File: config.mk
export PLATFORM = sky130hd
export DESIGN_NAME = pfd_mode_top
export DESIGN_NICKNAME = d
export VERILOG_FILES = /design/src/rtl/pfd_mode_pkg.sv /design/src/rtl/pfd_datapath.sv /design/src/rtl/pfd_control.sv /design/src/rtl/pfd_mode_top.sv
export SDC_FILE = /design/constraint.sdc
export NUM_CORES = 1
export LEC_CHECK = 0
export BUFFER_PORTS_ARGS = -buffer_cell sky130_fd_sc_hd__buf_2
export CORE_AREA = 2 2 43 45
export CTS_BUF_LIST = sky130_fd_sc_hd__clkbuf_8
export DETAILED_ROUTE_END_ITERATION = 8
export DIE_AREA = 0 0 45 47
export PLACE_DENSITY = 0.78
export SYNTH_ARGS = -nofsm -noshare
export SYNTH_HDL_FRONTEND = slang
export SYNTH_SLANG_ARGS = --single-unit
File: constraint.sdc
create_clock -name clk -period 1.8 [get_ports clk]
set_input_delay 0 -clock clk [delete_from_list [all_inputs] [get_ports clk]]
set_output_delay 0 -clock clk [all_outputs]
set_load 0.01 [all_outputs]
File: src/rtl/pfd_mode_pkg.sv
package pfd_mode_pkg;
  typedef enum logic [1:0] {
    LD_OFF  = 2'b00,
    LD_OWN  = 2'b01,
    LD_BOTH = 2'b10,
    LD_FAST = 2'b11
  } ldSel_e;

  typedef struct packed {
    logic holdClear;
  } dpCtrl_t;

  typedef struct packed {
    logic upReq;
    logic dnReq;
    logic locked;
    logic idle;
  } dpStat_t;
endpackage

File: src/rtl/pfd_datapath.sv
module pfd_datapath
  import pfd_mode_pkg::*;
#(
  parameter int LOCK_COUNT = 4,
  parameter int ERR_THRESH = 1,
  parameter int ERR_W      = 8
) (
  input  logic    clk,
  input  logic    rstN,
  input  logic    refPulse,
  input  logic    fbPulse,
  input  dpCtrl_t ctrl,
  output dpStat_t stat
);
  localparam int GOOD_W = $clog2(LOCK_COUNT + 1);
  localparam logic [GOOD_W-1:0] GOOD_MAX = GOOD_W'(LOCK_COUNT);
  localparam logic [ERR_W-1:0] ERR_LIM = ERR_W'(ERR_THRESH);
  localparam logic [ERR_W-1:0] ERR_MAX = {ERR_W{1'b1}};

  logic upQ, dnQ;
  logic [ERR_W-1:0] errCnt;
  logic [GOOD_W-1:0] goodCnt;

  always_ff @(posedge clk) begin
    if (!rstN || ctrl.holdClear) begin
      upQ     <= 1'b0;
      dnQ     <= 1'b0;
      errCnt  <= '0;
      goodCnt <= '0;
    end else if (upQ && dnQ) begin
      upQ    <= refPulse;
      dnQ    <= fbPulse;
      errCnt <= '0;
      if (errCnt <= ERR_LIM) begin
        if (goodCnt != GOOD_MAX) goodCnt <= goodCnt + GOOD_W'(1);
      end else begin
        goodCnt <= '0;
      end
    end else begin
      upQ <= upQ | refPulse;
      dnQ <= dnQ | fbPulse;
      if ((upQ ^ dnQ) && errCnt != ERR_MAX) errCnt <= errCnt + ERR_W'(1);
    end
  end

  assign stat.upReq  = upQ;
  assign stat.dnReq  = dnQ;
  assign stat.locked = (goodCnt == GOOD_MAX);
  assign stat.idle   = !upQ && !dnQ;


  reset_overlap_chk: assert property (@(posedge clk) disable iff (!rstN)
    (upQ && dnQ && !refPulse && !fbPulse && !ctrl.holdClear) |=> (!upQ && !dnQ));


  lock_rise_chk: assert property (@(posedge clk) disable iff (!rstN)
    $rose(stat.locked) |-> $past(upQ && dnQ));
endmodule

File: src/rtl/pfd_control.sv
module pfd_control
  import pfd_mode_pkg::*;
(
  input  logic       clk,
  input  logic       rstN,
  input  dpStat_t    stat,
  input  logic       polarity,
  input  logic       triMode,
  input  logic       pdReq,
  input  logic       curMag,
  input  logic [1:0] ldMode,
  input  logic       peerLock,
  output dpCtrl_t    ctrl,
  output logic       pumpUp,
  output logic       pumpDn,
  output logic       pumpEn,
  output logic       curSel,
  output logic       lockDet,
  output logic       fastlockN
);
  logic pwrDn, fastActive, fastReq, quietLock;

  assign fastReq = curMag && (ldMode == LD_FAST);

  always_ff @(posedge clk) begin
    if (!rstN) begin
      pwrDn      <= 1'b0;
      fastActive <= 1'b0;
    end else begin
      pwrDn      <= pdReq && (pwrDn || stat.idle);
      fastActive <= fastReq || (fastActive && !stat.idle);
    end
  end

  assign ctrl.holdClear = pwrDn;

  assign pumpUp    = polarity ? stat.upReq : stat.dnReq;
  assign pumpDn    = polarity ? stat.dnReq : stat.upReq;
  assign pumpEn    = !triMode && !pwrDn;
  assign curSel    = curMag || fastActive;
  assign fastlockN = !fastActive;
  assign quietLock = stat.locked && !(stat.upReq ^ stat.dnReq);

  always_comb begin
    unique case (ldMode)
      LD_OWN:  lockDet = quietLock;
      LD_BOTH: lockDet = quietLock && peerLock;
      default: lockDet = 1'b0;
    endcase
  end


  pd_entry_chk: assert property (@(posedge clk) disable iff (!rstN)
    $rose(pwrDn) |-> $past(stat.idle));


  pd_quiet_chk: assert property (@(posedge clk) disable iff (!rstN)
    (pwrDn && $past(pwrDn)) |-> (!stat.upReq && !stat.dnReq));


  fast_exit_chk: assert property (@(posedge clk) disable iff (!rstN)
    $fell(fastActive) |-> $past(stat.idle));


  tri_en_chk: assert property (@(posedge clk) disable iff (!rstN)
    triMode |-> !pumpEn);
endmodule

File: src/rtl/pfd_mode_top.sv
module pfd_mode_top
  import pfd_mode_pkg::*;
#(
  parameter int LOCK_COUNT = 4,
  parameter int ERR_THRESH = 1,
  parameter int ERR_W      = 8
) (
  input  logic       clk,
  input  logic       rstN,
  input  logic       refPulse,
  input  logic       fbPulse,
  input  logic       polarity,
  input  logic       triMode,
  input  logic       pdReq,
  input  logic       curMag,
  input  logic [1:0] ldMode,
  input  logic       peerLock,
  output logic       pumpUp,
  output logic       pumpDn,
  output logic       pumpEn,
  output logic       curSel,
  output logic       lockDet,
  output logic       fastlockN
);
  dpCtrl_t ctrl;
  dpStat_t stat;

  pfd_datapath #(
    .LOCK_COUNT(LOCK_COUNT),
    .ERR_THRESH(ERR_THRESH),
    .ERR_W(ERR_W)
  ) u_dp (
    .clk(clk), .rstN(rstN), .refPulse(refPulse), .fbPulse(fbPulse),
    .ctrl(ctrl), .stat(stat)
  );

  pfd_control u_ctl (
    .clk(clk), .rstN(rstN), .stat(stat), .polarity(polarity),
    .triMode(triMode), .pdReq(pdReq), .curMag(curMag), .ldMode(ldMode),
    .peerLock(peerLock), .ctrl(ctrl), .pumpUp(pumpUp), .pumpDn(pumpDn),
    .pumpEn(pumpEn), .curSel(curSel), .lockDet(lockDet), .fastlockN(fastlockN)
  );
endmodule

==> impl_metrics.csv, run 1 <==
group,metric,value,unit
sta,max_slew_margin,79.97,%
sta,min_period,1623,ps
sta,slew_violations,0,
yosys,synth_cell_types,27,
power_and_ir_drop,power_leakage,0.0004676,uW
setup_path,critPathLaunchType,"flip-flop",
yosys,syn-num-nets,128,
yosys,postSynthAreaPerCell,8.174,sq um
yosys,synth_top_family_by_area,"simple AND/OR/NAND/NOR gates",
sta,worstMarginPinSlew,297.8,ps
setup_path,critPathArrivalTime,1800,ps
power_and_ir_drop,peakVddDrop,0.4713,mV
drt,avgViaCountPerCell,5.272,
yosys,synth_xor_area_share,3.004,%
clocking,htreeDepth,1,
drt,routed_wl,1704,um
power_and_ir_drop,switchingPower,201.7,uW
power_and_ir_drop,clkPwrFrac,36.2,%
clocking,numCtsBuffers,3,
clocking,clock_path_buffers,2,
place,place_congestion,0.7129,
drt,wl_met3,78,um
power_and_ir_drop,p_comb_share,16.3,%
cells_and_area,finish.utilization,64.32,%
clocking,cts_tree,"built",
grt,grt_max_degree,9,
die,num_io_pins,17,
setup_path,path_class,"reg -> reg",
grt,groute.usage.overall,18.86,%
yosys,synth-async-reset-ratio,0,%
yosys,synth_edf_count,0,
sta,fin_crit_sh,90.18,%
cells_and_area,final_layout_size_suffix_gt1_share,17.69,%
yosys,synth-main-ff-cell,"dfxtp_1",
place,postPlaceCellArea,964.7,sq um
die,core,1652,sq um
grt,antenna_found_initial,0,
cells_and_area,syn_to_final_growth,21.46,%
power_and_ir_drop,power_density,712.5,nW/um^2
drt,top_layer_used,"met4",
yosys,synthCells,107,
yosys,synthAdderAreaFrac,14.31,%
drt,drtAntennaViolNets,0,
setup_path,cp-end-kind,"flip-flop",
clocking,worstSkewPairLatency,250,ps
outcome,status,"finished clean",
hold_path,hold_class,"in -> reg",
drt,wl_per_cell,11.59,um
drt,dr_wl_met2,812,um
setup_path,rrSetupSlack,180,ps
grt,grt_pass1_wl,2870,um
sta,fin_ws,176.8,ps
setup_path,rr_endpoint,"u_dp.errCnt[5]",
die,die_h,47,um
cells_and_area,final_nets,152,
yosys,synth_top_area_share,34.33,%
setup_path,cp.required,1980,ps
power_and_ir_drop,pwr-share-seq,47.5,%
yosys,synth_compound_area_share,13.16,%
sta,final_hold_viol_count,0,
yosys,synth.area.top_cells,"dfxtp_1 (34%), ha_1 (14%), nor2_1 (5.6%)",
grt,gr-total-overflow,0,
yosys,yosysSeqAreaShare,34.33,%
job,drv_cap,0,
hold_path,hp-start,"curMag",
drt,drc,0,
power_and_ir_drop,intPower,555.1,uW
sta,finalSetupViolations,0,
setup_path,r2r_start,"u_dp.upQ",
power_and_ir_drop,sw_frac_of_total,26.65,%
sta,setup_tns,0,ps
clocking,cts_root_buf,"clkbuf_8",
drt,drtIter0Drc,16,
yosys,synth_largest_area_cell,"dfxtp_1",
yosys,ys_seq_elements,15,
sta,rsz0062_at_grt,"no",
sta,max_freq,0.6161,GHz
place,place_hpwl,1251,um
yosys,synthTopCellsByCount,"dfxtp_1 (15), nor2_1 (13), ha_1 (10), inv_1 (10), nand2_1 (10)",
place,preCtsSetupSlack,123.3,ps
drt,first_pass_iters,4,
cells_and_area,diodes,0,
setup_path,cp-startpoint,"u_dp.upQ",
yosys,synth-simple-area-share,26.18,%
drt,vias,775,
yosys,syn_area,874.6,sq um
die,design.die.area,2115,sq um
yosys,synth_warnings,0,
setup_path,worstPathMaxFanout,6,
cells_and_area,fin_area,1062,sq um
place,io_buffers,16,
sta,holdWs,73.78,ps
cells_and_area,fill_cells,140,
die,die_x,45,um
yosys,synth.area.mux_share,3.433,%
clocking,cts.reportedPaths.clkPinSlew,60,ps
grt,grt_pass1_vias,715,
setup_path,worstSetupEndpoint,"u_dp.errCnt[5]",
yosys,yosysMostFrequentCell,"dfxtp_1",
sta,finalClockSkew,4.889,ps
die,rows,15,
setup_path,ff2ff_path_depth,6,
drt,wl_met1,802,um
die,initial_core_util,52.95,%
clocking,cts.sinks,15,
## flip-flops by register name (all words and copies together), names as in the netlist
register / cells
u_ctl.fastActive: 1
u_dp.upQ: 1
u_dp.goodCnt: 3
u_ctl.ctrl: 1
u_dp.errCnt: 8
u_dp.dnQ: 1
## layer usage
| layer | vias up | track usage, % |
|---|---|---|
| li1 | 411 | - |
| met1 | 342 | 22.77 |
| met2 | 20 | 31.71 |
| met3 | 2 | 3.462 |
| met4 | 0 | 10.59 |
| met5 | - | 0 |
## worst max-delay path, cell delays in order, from the launching register on
cell and delay [ps]:
dfxtp_1 370, inv_1 100, ha_4 300, and4_1 210, nand3_1 90, or3_1 350
a21oi_1 130
## power groups by stage
stage / Clock [uW] / Combinational (uW) / Sequential, uW
after floorplan: 0 / 73.9 / 363
after global placement: 0 / 106 / 365
after detailed placement: 0 / 110 / 366
after CTS: 276 / 117 / 359
after global routing: 286 / 141 / 362
final: 274 / 123 / 359
## cell type report
| class | instances | area, sq um | share of cell area (%) |
|---|---|---|---|
| tap | 17 | 21.27 | 2.002 |
| clock inverter | 1 | 3.754 | 0.3534 |
| multi-input combinational | 81 | 538.0 | 50.65 |
| sequential | 15 | 300.3 | 28.27 |
| timing repair buffer | 20 | 120.1 | 11.31 |
| clock buffer | 3 | 41.29 | 3.887 |
| inverter | 10 | 37.54 | 3.534 |
## stage by stage
| step | power [uW] | instances |
|---|---|---|
| floorplan | 436.9 | 107 |
| global placement | 471.1 | 139 |
| detailed placement | 476.5 | 139 |
| CTS | 752.4 | 147 |
| global route | 788.7 | 147 |
| finish | 756.8 | 147 |
## worst min path at each step
stage / endpoint / slack, ps / cells past startpoint
after CTS: u_ctl.fastActive / 80 / 4
after global routing: u_ctl.fastActive / 130 / 4
final: u_ctl.fastActive / 70 / 4
after floorplan: pumpEn / 40 / 1
after detailed placement: u_dp.dnQ / 220 / 3
after global placement: u_dp.dnQ / 220 / 3
## cells in the final DEF (no fill, tap or decap), types with 2 or more instances in the layout
master and instances:
dlygate4sd3_1 4, nand3_1 6, inv_1 11, o21ai_0 7, nand4_1 3, dfxtp_1 15, xor2_1 2, buf_2 16
a21o_1 2, clkbuf_8 3, a21oi_1 7, nor2_1 13, o211ai_1 2, nand2_1 10, nor4_1 2, mux2i_1 3
nand2b_1 3, ha_1 9
## kinds of logic after synthesis
| family | Yosys count |
|---|---|
| simple gates | 45 |
| compound gates | 20 |
| flops | 15 |
| buf+inv | 11 |
| fa+ha+maj | 10 |
| xor+xnor | 3 |
| mux | 3 |
## repair_timing
| action | in CTS | in global routing |
|---|---|---|
| setup buffers | 0 | 0 |
| endpoints found under the hold margin | 4 | 0 |
| endpoints found under the setup margin | 0 | 1 |
| hold buffers | 4 | 0 |
| gates resized for setup | 0 | 1 |
Note: power is estimated with default switching activity, not from simulation.
==> run 2: changes to the inputs <==
--- a/config.mk
+++ b/config.mk
@@ -5,12 +5,12 @@
 export SDC_FILE = /design/constraint.sdc
 export NUM_CORES = 1
 export LEC_CHECK = 0
+export ABC_CLOCK_PERIOD_IN_PS = 1800
 export BUFFER_PORTS_ARGS = -buffer_cell sky130_fd_sc_hd__buf_2
-export CORE_AREA = 2 2 43 45
-export CTS_BUF_LIST = sky130_fd_sc_hd__clkbuf_8
+export CORE_AREA = 2 2 49 42
 export DETAILED_ROUTE_END_ITERATION = 8
-export DIE_AREA = 0 0 45 47
-export PLACE_DENSITY = 0.78
+export DIE_AREA = 0 0 51 44
+export PLACE_DENSITY = 0.75
 export SYNTH_ARGS = -nofsm -noshare
 export SYNTH_HDL_FRONTEND = slang
 export SYNTH_SLANG_ARGS = --single-unit
==> run 2 against run 1 <==
Net effect: non-clock buffer count is 1 higher; flip-flop and latch count stayed put; routed wire length is 3.6% higher; via count is 3.0% higher; clock skew is 1.3 ps higher; sequential power hardly changed; sequential share of layout area is 0.44 points higher.
==> impl_metrics.csv, run 2 (synthesis results as in run 1) <==
group,metric,value,unit
setup_path,critPathArrivalTime,1890,ps
clocking,cts_root_buf,"clkbuf_4",
sta,final_hold_viol_count,0,
clocking,htreeDepth,1,
die,initial_core_util,49.43,%
sta,holdWs,23.85,ps
cells_and_area,final_nets,153,
grt,groute.usage.overall,19.37,%
hold_path,holdPathStages,4,
cells_and_area,diodes,0,
power_and_ir_drop,switchingPower,188.7,uW
setup_path,worstPathMaxFanout,6,
grt,gr-total-overflow,0,
power_and_ir_drop,p_comb_share,18.0,%
die,rows,14,
setup_path,path_class,"reg -> reg",
clocking,worstSkewPairLatency,290,ps
grt,grt_pass1_wl,3194,um
power_and_ir_drop,clkPwrFrac,28.8,%
drt,vias,798,
cells_and_area,layout_common_cells,"buf_2 (16), nor2_1 (13), dfxtp_1 (13)",
cells_and_area,finish.utilization,59.62,%
sta,max_freq,0.6013,GHz
cells_and_area,final_layout_size_suffix_gt1_share,19.08,%
clocking,numCtsBuffers,3,
die,core,1769,sq um
cells_and_area,largest_register_ffs,8,
cells_and_area,largest_register,"u_dp.errCnt",
drt,first_pass_iters,4,
sta,fin_crit_sh,92.39,%
hold_path,hold_class,"in -> reg",
drt,routed_wl,1765,um
drt,drc,0,
setup_path,cp-end-kind,"flip-flop",
clocking,cts.reportedPaths.clkPinSlew,90,ps
outcome,status,"finished clean",
sta,min_period,1663,ps
sta,rsz0062_at_grt,"no",
sta,slew_violations,0,
cells_and_area,fill_cells,163,
cells_and_area,syn_to_final_growth,20.60,%
setup_path,cp.required,2020,ps
grt,antenna_found_initial,0,
place,place_congestion,0.7814,
die,num_io_pins,17,
place,io_buffers,16,
grt,grt_pass1_vias,768,
setup_path,critPathLaunchType,"flip-flop",
die,die_x,51,um
clocking,cts_tree,"built",
drt,drtAntennaViolNets,0,
drt,wl_per_cell,11.39,um
drt,avgViaCountPerCell,5.148,
grt,grt_max_degree,9,
die,die_h,44,um
sta,finalSetupViolations,0,
place,place_hpwl,1352,um
die,design.die.area,2244,sq um
sta,setup_tns,0,ps
power_and_ir_drop,pwr-share-seq,53.2,%
power_and_ir_drop,power_density,642.4,nW/um^2
sta,max_slew_margin,78.75,%
drt,drtIter0Drc,9,
power_and_ir_drop,sw_frac_of_total,27.85,%
setup_path,ff2ff_path_depth,6,
sta,finalClockSkew,6.219,ps
job,drv_cap,0,
power_and_ir_drop,intPower,488.9,uW
power_and_ir_drop,peakVddDrop,0.3849,mV
clocking,cts.sinks,15,
power_and_ir_drop,power_leakage,0.0004603,uW
clocking,clock_path_buffers,2,
cells_and_area,final_common_cell,"buf_2",
cells_and_area,top_regs,"u_dp.errCnt x8, u_dp.goodCnt x3",
sta,worstMarginPinSlew,316.6,ps
## run 2: timing repair
action                                  in CTS  in global routing
endpoints found under the hold margin        4                  0
endpoints found under the setup margin       0                  1
buffers inserted                             0                  0
gates resized for setup                      0                  3
hold buffers                                 5                  0
## run 2: final timing paths
| path | to | slack (ps) | startpoint |
|---|---|---|---|
| setup / recovery | u_dp.errCnt[5] | 140 | u_dp.dnQ |
| hold / removal | u_ctl.fastActive | 20 | curMag |
| setup reg to reg | u_dp.errCnt[5] | 140 | u_dp.dnQ |
| hold reg to reg | u_dp.goodCnt[0] | 510 | u_dp.goodCnt[0] |
## run 2: area by class of cell
cell class	instances	area, sq um	share of cell area [%]
Clock buffer	4	26.28	2.491
Inverter	10	37.54	3.559
Multi-Input combinational cell	81	528.0	50.06
Sequential cell	15	302.8	28.71
Tap cell	24	30.03	2.847
Timing Repair Buffer	21	130.1	12.34
## run 2: power by group through the flow
stage / logic [uW] / clock network (uW) / registers [uW]
2_1_floorplan: 73.9 / 0 / 363
5_1_grt: 140 / 221 / 364
3_3_place_gp: 107 / 0 / 365
4_1_cts: 122 / 206 / 360
3_5_place_dp: 112 / 0 / 367
6_report: 122 / 195 / 361
## run 2: metal layers
metal / track usage [%] / up-vias / wire length (um)
li1: - / 415 / -
met1: 22.51 / 354 / 828
met2: 31.17 / 24 / 799
met3: 8.276 / 5 / 100
met4: 8.649 / 0 / 37
met5: 0 / - / 0
## run 2: worst max-delay path: stages, from the launching register on
cell     delay [ps]
dfxtp_2         370
inv_1            60
ha_2            360
and4_1          220
nand3_1          90
or3_1           350
a21oi_1         150
## run 2: metrics by stage
step	worst slack (ps)	total power, uW	cells	area (sq um)
finish	137.0	677.6	155	1055
floorplan	253.6	436.9	107	874.6
CTS	76.45	687.6	155	1050
global route	18.72	724.6	155	1055
detailed placement	105.7	479.3	146	973.4
global placement	199.7	472.1	146	973.4
